--- config.mk ---
export PLATFORM = sky130hd
export DESIGN_NAME = gpio_irq_ctrl
export DESIGN_NICKNAME = d
export VERILOG_FILES = /design/src/rtl/gpio_irq_pkg.sv /design/src/rtl/gpio_irq_decode.sv /design/src/rtl/gpio_irq_dp.sv /design/src/rtl/gpio_irq_ctrl.sv
export SDC_FILE = /design/constraint.sdc
export NUM_CORES = 1
export LEC_CHECK = 0
export BUFFER_PORTS_ARGS = -buffer_cell sky130_fd_sc_hd__buf_2
export CAP_MARGIN = 40
export CORE_MARGIN = 2
export CORE_UTILIZATION = 40
export CTS_BUF_LIST = sky130_fd_sc_hd__clkbuf_4
export DETAILED_ROUTE_END_ITERATION = 6
export GPL_ROUTABILITY_DRIVEN = 0
export HOLD_SLACK_MARGIN = 0.06
export PLACE_DENSITY = 0.68
export SYNTH_ARGS = -nofsm -noshare
export SYNTH_HDL_FRONTEND = slang
export SYNTH_HIERARCHICAL = 1
export SYNTH_SLANG_ARGS = --single-unit
export TNS_END_PERCENT = 10
--- constraint.sdc ---
create_clock -name clk -period 6.15 [get_ports clk]
set_clock_uncertainty 0.2 [all_clocks]
set_input_delay 0.3075 -clock clk [delete_from_list [all_inputs] [get_ports clk]]
set_output_delay 0.3075 -clock clk [all_outputs]
set_load 0.005 [all_outputs]
--- src/rtl/gpio_irq_pkg.sv ---
package gpio_irq_pkg;

  // Word indices (byte offset / 4) of the register map
  localparam int unsigned WORD_VALUE = 0;
  localparam int unsigned WORD_DIR   = 1;
  localparam int unsigned WORD_IEN   = 2;
  localparam int unsigned WORD_STAT  = 3;
  localparam int unsigned WORD_PEND  = 4;
  localparam int unsigned WORD_CLR   = 5;
  localparam int unsigned WORD_MODE  = 6;
  localparam int unsigned WORD_POL   = 7;
  localparam int unsigned WORD_VER   = 8;
  localparam int unsigned WORD_DUAL  = 9;

  // Write strobes from control to datapath
  typedef struct packed {
    logic value;
    logic dir;
    logic ien;
    logic clr;
    logic mode;
    logic pol;
    logic dual;
  } wrStrobe_t;

  typedef enum logic [3:0] {
    RS_VALUE, RS_DIR, RS_IEN, RS_STAT, RS_PEND,
    RS_MODE, RS_POL, RS_VER, RS_DUAL, RS_NONE
  } rdSel_t;

endpackage

--- src/rtl/gpio_irq_decode.sv ---
module gpio_irq_decode
  import gpio_irq_pkg::*;
#(
  parameter int ADDR_W = 6
) (
  input  logic              busSel,
  input  logic              busWe,
  input  logic [ADDR_W-1:0] busAddr,
  output wrStrobe_t         stb,
  output rdSel_t            rdSel
);

  localparam int IDX_W = ADDR_W - 2;

  logic [IDX_W-1:0] wordIdx;
  logic             aligned;
  logic             doWrite;

  assign wordIdx = busAddr[ADDR_W-1:2];
  assign aligned = (busAddr[1:0] == 2'b00);
  assign doWrite = busSel && busWe && aligned;

  always_comb begin
    stb = '0;
    if (doWrite) begin
      case (int'(wordIdx))
        WORD_VALUE: stb.value = 1'b1;
        WORD_DIR:   stb.dir   = 1'b1;
        WORD_IEN:   stb.ien   = 1'b1;
        WORD_CLR:   stb.clr   = 1'b1;
        WORD_MODE:  stb.mode  = 1'b1;
        WORD_POL:   stb.pol   = 1'b1;
        WORD_DUAL:  stb.dual  = 1'b1;
        default:    stb       = '0;
      endcase
    end
  end

  always_comb begin
    rdSel = RS_NONE;
    if (aligned) begin
      case (int'(wordIdx))
        WORD_VALUE: rdSel = RS_VALUE;
        WORD_DIR:   rdSel = RS_DIR;
        WORD_IEN:   rdSel = RS_IEN;
        WORD_STAT:  rdSel = RS_STAT;
        WORD_PEND:  rdSel = RS_PEND;
        WORD_MODE:  rdSel = RS_MODE;
        WORD_POL:   rdSel = RS_POL;
        WORD_VER:   rdSel = RS_VER;
        WORD_DUAL:  rdSel = RS_DUAL;
        default:    rdSel = RS_NONE;
      endcase
    end
  end

endmodule

--- src/rtl/gpio_irq_dp.sv ---
module gpio_irq_dp
  import gpio_irq_pkg::*;
#(
  parameter int NUM_PINS = 32,
  parameter int VERSION  = 3
) (
  input  logic                clk,
  input  logic                rstN,
  input  wrStrobe_t           stb,
  input  logic [NUM_PINS-1:0] wrData,
  input  rdSel_t              rdSel,
  input  logic [NUM_PINS-1:0] pinIn,
  output logic [NUM_PINS-1:0] pinOut,
  output logic [NUM_PINS-1:0] pinOe,
  output logic [31:0]         rdData,
  output logic                irqOut
);

  logic [NUM_PINS-1:0] valQ, dirQ, ienQ, modeQ, polQ, dualQ, statQ;
  logic [NUM_PINS-1:0] sync1Q, sync2Q, prevQ;
  logic [NUM_PINS-1:0] trig, clrMask, pendV, readVal;

  // Configuration registers and input synchronizer
  always_ff @(posedge clk or negedge rstN) begin
    if (!rstN) begin
      valQ   <= '0;
      dirQ   <= '1;
      ienQ   <= '0;
      modeQ  <= '0;
      polQ   <= '1;
      dualQ  <= '0;
      sync1Q <= '0;
      sync2Q <= '0;
      prevQ  <= '0;
    end else begin
      sync1Q <= pinIn;
      sync2Q <= sync1Q;
      prevQ  <= sync2Q;
      if (stb.value) valQ  <= wrData;
      if (stb.dir)   dirQ  <= wrData;
      if (stb.ien)   ienQ  <= wrData;
      if (stb.mode)  modeQ <= wrData;
      if (stb.pol)   polQ  <= wrData;
      if (stb.dual)  dualQ <= wrData;
    end
  end

  // Per-pin trigger selection
  for (genvar g = 0; g < NUM_PINS; g++) begin : g_pin
    logic rise, fall, lvlHit, edgeHit;
    assign rise    = sync2Q[g] & ~prevQ[g];
    assign fall    = ~sync2Q[g] & prevQ[g];
    assign lvlHit  = polQ[g] ? sync2Q[g] : ~sync2Q[g];
    assign edgeHit = dualQ[g] ? (rise | fall) : (polQ[g] ? rise : fall);
    assign trig[g] = modeQ[g] ? edgeHit : lvlHit;
  end

  // Sticky status: new trigger wins over a same-cycle clear
  assign clrMask = stb.clr ? wrData : '0;

  always_ff @(posedge clk or negedge rstN) begin
    if (!rstN) statQ <= '0;
    else       statQ <= (statQ & ~clrMask) | trig;
  end

  assign pendV   = statQ & ienQ;
  assign irqOut  = |pendV;
  assign pinOut  = valQ;
  assign pinOe   = ~dirQ;
  assign readVal = (dirQ & sync2Q) | (~dirQ & valQ);

  always_comb begin
    rdData = '0;
    case (rdSel)
      RS_VALUE: rdData[NUM_PINS-1:0] = readVal;
      RS_DIR:   rdData[NUM_PINS-1:0] = dirQ;
      RS_IEN:   rdData[NUM_PINS-1:0] = ienQ;
      RS_STAT:  rdData[NUM_PINS-1:0] = statQ;
      RS_PEND:  rdData[NUM_PINS-1:0] = pendV;
      RS_MODE:  rdData[NUM_PINS-1:0] = modeQ;
      RS_POL:   rdData[NUM_PINS-1:0] = polQ;
      RS_DUAL:  rdData[NUM_PINS-1:0] = dualQ;
      RS_VER:   rdData = 32'(VERSION);
      default:  rdData = '0;
    endcase
  end

endmodule

--- src/rtl/gpio_irq_ctrl.sv ---
module gpio_irq_ctrl
  import gpio_irq_pkg::*;
#(
  parameter int NUM_PINS = 32,
  parameter int ADDR_W   = 6,
  parameter int VERSION  = 3
) (
  input  logic                clk,
  input  logic                rstN,
  input  logic                busSel,
  input  logic                busWe,
  input  logic [ADDR_W-1:0]   busAddr,
  input  logic [31:0]         busWrData,
  output logic [31:0]         busRdData,
  input  logic [NUM_PINS-1:0] pinIn,
  output logic [NUM_PINS-1:0] pinOut,
  output logic [NUM_PINS-1:0] pinOe,
  output logic                irqOut
);

  wrStrobe_t stb;
  rdSel_t    rdSel;

  if (NUM_PINS < 32) begin : g_hi
    logic unusedHiBits;
    assign unusedHiBits = ^busWrData[31:NUM_PINS];
  end

  gpio_irq_decode #(.ADDR_W(ADDR_W)) u_dec (
    .busSel (busSel),
    .busWe  (busWe),
    .busAddr(busAddr),
    .stb    (stb),
    .rdSel  (rdSel)
  );

  gpio_irq_dp #(.NUM_PINS(NUM_PINS), .VERSION(VERSION)) u_dp (
    .clk   (clk),
    .rstN  (rstN),
    .stb   (stb),
    .wrData(busWrData[NUM_PINS-1:0]),
    .rdSel (rdSel),
    .pinIn (pinIn),
    .pinOut(pinOut),
    .pinOe (pinOe),
    .rdData(busRdData),
    .irqOut(irqOut)
  );

endmodule

# Word-level counts from Yosys, hierarchy flattened
# Memories as Yosys holds them, arrays and structs flattened.
# Index checks and enable logic that the tools add are counted.
[totals]
reg_bits = 320
mem_bits_ro = 64
inputBits = 74
output_inout_bits = 97
word_cells = 338
n_memories = 1
[classes]
eq_ne = 14
mux = 139
bitwise_logic = 168
n_reduce_logical = 6
[memory_table]
columns = ["memory", "words", "word_bits", "read_ports", "rd_clocked_by_memory_dff", "write_ports", "line", "text"]
rows = [
  ["(no name shown)", 16, 4, 1, 0, 0, "gpio_irq_decode.sv:42", "case (int'(wordIdx))"],
]
[op_table]
columns = ["op", "count"]
rows = [
  ["one-hot mux 32 bit (9 select lines)", 1],
  ["2-to-1 mux 1 bit", 135],
  ["AND 32 bit", 4],
  ["AND 1 bit", 64],
  ["inverter 1 bit", 64],
  ["inverter 32 bit", 2],
  ["bitwise OR 32 bit", 2],
  ["2-to-1 mux 32 bit", 1],
  ["bitwise OR 1 bit", 32],
  ["OR reduction 32 bit", 1],
  ["equality test 4 x 3 -> 1 bit (second input constant)", 7],
  ["equality test 4 x 2 -> 1 bit (second input constant)", 3],
  ["equality test 4 x 1 -> 1 bit (second input constant)", 2],
  ["equality test 4 bit (second input constant)", 2],
  ["logical NOT 4 bit", 2],
  ["2-to-1 mux 7 bit", 1],
  ["2-to-1 mux 4 bit", 1],
  ["logical AND 1 bit", 2],
  ["logical NOT 2 bit", 1],
]

# Longest topological paths before layout
[logic_depth]
word_depth = 7
ltp_mapped = 12
ltp_nobuf = 9

# By module
# The synthesis kept the hierarchy.
[by_module_without_submodules]
columns = ["mod", "instances", "cells_each", "area_each_um2", "seq_area_each_um2"]
rows = [
  ["gpio_irq_dp", 1, 1306, 15252.1, 8087.8],
  ["gpio_irq_decode", 1, 34, 244.0, 0.0],
]

# Least setup slack after synthesis
# No wires, ideal clock.
[synth_path]
kind = "in2out"
from = "input busAddr[2]"
to = "output busRdData[4]"
arrival_time_ns = 2.246
required_time_ns = 5.642
slack_ns = 3.396
stages = 11
path_buffers = 2
path_cell_list = "inv_1 ha_1 nor2b_1 o21ai_0 a31oi_1 buf_6 nor4b_4 buf_6 a21oi_1 o22ai_1 nand3b_1"
[synth_via]
elab_chain_cells = 4
elab_cells_between_ends = 12
classes_between = "8 x eq/ne; 2 x mux; 1 x reduce/logical; 1 x memory"
[synth_lines]
columns = ["item", "line", "text"]
rows = [
  ["from (decl)", "gpio_irq_ctrl.sv:12", "input logic [ADDR_W-1:0] busAddr,"],
  ["memory (16 x 4 bit) *", "-", ""],
  ["2-to-1 mux 4 bit *", "gpio_irq_decode.sv:41", "if (aligned) begin"],
  ["net rdSel[1]", "gpio_irq_ctrl.sv:22", "rdSel_t rdSel;"],
  ["equality test 4 x 3 -> 1 bit, or another cell as far along", "gpio_irq_dp.sv:74", "case (rdSel)"],
  ["one-hot mux 32 bit (9 select lines) *", "gpio_irq_dp.sv:74", ""],
  ["to (decl)", "gpio_irq_ctrl.sv:14", "output logic [31:0] busRdData,"],
]
# The timed path passes the listed nets; every way through them passes the cells marked *.

# Final worst setup path
[layout_path]
from = "input busAddr[4]"
to = "output busRdData[3]"
# Same word-level chain as after synthesis.

==> flow_summary.json <==
{
  "tightest_slew_ps": 965,
  "route.top_layer_used": "met5",
  "synth-xor-area-share": 0.0181,
  "power.density_nw_per_um2": 261,
  "crit_required_ps": 5640,
  "tritoncts": "yes",
  "drt-met1-wl_mm": 20.2,
  "crit_top_cell": "buf_2",
  "track_usage": 0.236,
  "clkTransAtPathRegs_ps": 60,
  "setup.worst_path.class": "in2out",
  "cts_max_level": 3,
  "grt_pass1_wl_mm": 73.7,
  "clkSinkCount": 320,
  "fillers": 3439,
  "r2r-end": "u_dp/statQ[11]",
  "synth_nets": 1482,
  "holdCritStartpoint": "busWe",
  "drt_iter0_drc": 818,
  "synth_cell_types": 57,
  "syn_inst": 1340,
  "max_slew_margin": 0.352,
  "fp.dieH_um": 201,
  "synth.ff_latch_count": 320,
  "cp-startpoint": "busAddr[4]",
  "cp-start-kind": "primary input",
  "netlist_top_cells_count": "dfrtp_1 (256), mux2_2 (161), inv_1 (112)",
  "die_area_um2": 40300,
  "p_leak_nw": 9.25,
  "area_growth_pct": 24.6,
  "layout-drive-gt1-share": 0.340,
  "grt_overflow": 0,
  "setup_viol": 0,
  "maxCapViolCount": 0,
  "crit_buf_inv": 4,
  "worstPathArrival_ps": 4240,
  "grt_max_degree": 148,
  "hp-class": "in2reg",
  "row_count": 72,
  "slew_viol_final": 0,
  "wl_met2_mm": 22.3,
  "holdPathStages": 5,
  "r2r_slack_ps": 4330,
  "fin_crit_ps": 4750,
  "yosysWarnings": 6,
  "fmax_ghz": 0.210,
  "run_status": "completed",
  "core_um2": 38500,
  "start_util": 0.403,
  "final_antenna_net_count": 0,
  "path_depth": 11,
  "routedWlPerCell_um": 20.7,
  "antenna_found_initial": 5,
  "path_cells": "dlygate4sd3_1 -> buf_2 -> nor2b_1 -> a21oi_1 -> nor3_2 -> buf_4 -> or4_1 -> o2bb2ai_1 -> a221oi_1 -> o221ai_1 -> buf_2",
  "clock_path_buffers": 3,
  "crit_family": "simple AND/OR/NAND/NOR gates",
  "synth-compound-area-share": 0.141,
  "placed_cells": 1987,
  "endpoint": "busRdData[3]",
  "synth_top_flop_cell": "dfrtp_1",
  "cts_inserted_buffers": 89,
  "dpl.hpwl_mm": 30.1,
  "setup_tns_ps": 0,
  "wl_met3_mm": 3.29,
  "r2r_cells": 6,
  "synth_top_family_by_area": "compound AO/OA/AOI/OAI gates",
  "yosysTopAreaCell": "dfrtp_1",
  "crit_path_max_fanout": 17,
  "timing.rr.start": "u_dp/sync2Q[11]",
  "post_cts_resized": 0,
  "stdcell_count": 2270,
  "seq_area_frac_synth": 0.522,
  "syn_area_um2": 15500,
  "synthArstFlopShare": 1.00,
  "avgViaCountPerCell": 5.41,
  "grt_pass1_vias": 12900,
  "portBuffers": 170,
  "synthMuxAreaShare": 0.127,
  "synth_fa_ha_area_frac": 0.0549,
  "hold_viol_final": 0,
  "peakVddDrop_uv": 160,
  "critPathSlowestCell": "or4_1",
  "netlist.area_leader.share": 0.413,
  "synth.most_common_cell": "dfrtp_1",
  "cts_root_buf": "clkbuf_4",
  "ios": 171,
  "critPathMaxStageDelay_ps": 740,
  "drt-pass1-iter-count": 5,
  "yosys.area_share.simple": 0.0887,
  "drc": 0,
  "syn_area_per_cell_um2": 11.6,
  "rsz0062_at_grt": "false",
  "routed_wl_mm": 47.1,
  "crit_path_end_kind": "output port",
  "synthTopCellsByArea": "dfrtp_1 (41%), mux2_2 (12%), dfstp_2 (11%)",
  "synth_enable_flop_cells": 0,
  "final_nets": 1815,
  "die_x_um": 201,
  "clk_latency_ps": 770,
  "fin_crit_sh": 0.773,
  "num_vias": 12300
}
[per-stage QoR]
stage          power [W]  area [um^2]  setup WS (ps)   util  hold slack (ps)
2_1_floorplan    0.00273        15500           3400      -             -188
4_1_cts          0.00509        19300           1470  0.501             70.0
6_report         0.00503        19300           1400  0.502              128
3_3_place_gp     0.00299        17000           1890  0.441              133
5_1_grt          0.00529        19300           1120  0.502              139
3_5_place_dp     0.00301        17000           1830  0.441              135
[worst register-to-register path, delay by kind of cell (launching register included)]
family                   cells  cell delay, ps
AND/OR/NAND/NOR              1             120
flip-flops                   1             500
AO/OA/AOI/OAI                3             570
buffers and inverters        1              80
adder cells (fa/ha/maj)      1             200
[where the power goes]
group	leakage [nW]	switching, W	total (W)	internal, W
clock	0.717	0.000911	0.00199	0.00108
sequential	3.78	0.000147	0.00244	0.00229
combinational	4.75	0.000310	0.000602	0.000291
[layout make-up]
class	count	area, um^2	share of cell area
clock inverter	18	68.8	0.00357
inverter	112	420	0.0218
timing repair buffer	305	2180	0.113
sequential	320	8090	0.419
clock buffer	148	1110	0.0576
antenna	4	10.0	0.000519
tap	518	648	0.0336
multi-input combinational	845	6770	0.351
[logic make-up after synthesis]
kind of cell,after synthesis
compound gates,307
mux,177
simple gates,261
xor+xnor,32
buf+inv,175
fa+ha+maj,68
flops,320
[cells in the final DEF, fill, tap and decap left out, types with 33 or more instances in the layout]
| master | synthesis | routed |
|---|---|---|
| ha_1 | 68 | 68 |
| dfstp_2 | 64 | 64 |
| a221o_1 | 33 | 33 |
| dlygate4sd3_1 | 0 | 112 |
| nor2_1 | 51 | 47 |
| nor2b_1 | 40 | 38 |
| clkbuf_4 | 0 | 148 |
| buf_2 | 11 | 169 |
| a21oi_1 | 66 | 66 |
| o21ai_0 | 54 | 53 |
| mux2_2 | 161 | 161 |
| dfrtp_1 | 256 | 256 |
| inv_1 | 112 | 112 |
| nand2_1 | 109 | 109 |
[worst min path at each step]
stage | to | slack (ps)
6_report | u_dp/dirQ[17] | 130
4_1_cts | u_dp/dirQ[22] | 70
3_3_place_gp | u_dp/sync2Q[9] | 130
2_1_floorplan | u_dp/dualQ[0] | -190
5_1_grt | u_dp/pinOut[25] | 140
3_5_place_dp | u_dp/sync2Q[20] | 130
[registers in the layout, summed over array words and instances, names as in the netlist]
| name | cells |
|---|---|
| u_dp/dirQ | 32 |
| u_dp/dualQ | 32 |
| u_dp/ienQ | 32 |
| u_dp/modeQ | 32 |
| u_dp/pinOut | 32 |
| u_dp/polQ | 32 |
| u_dp/prevQ | 32 |
| u_dp/statQ | 32 |
| u_dp/sync1Q | 32 |
| u_dp/sync2Q | 32 |
[repair_timing]
item | in CTS | in global routing
endpoints found under the hold margin | 373 | 0
buffers inserted | 0 | 0
endpoints found under the setup margin | 0 | 0
hold buffers | 113 | 0
[routing by layer]
metal	global-route usage	vias up
met5	0	-
met4	0.0974	4
met3	0.0588	88
met1	0.306	6221
met2	0.377	419
li1	-	5542
(Power assumes the default switching activity.)
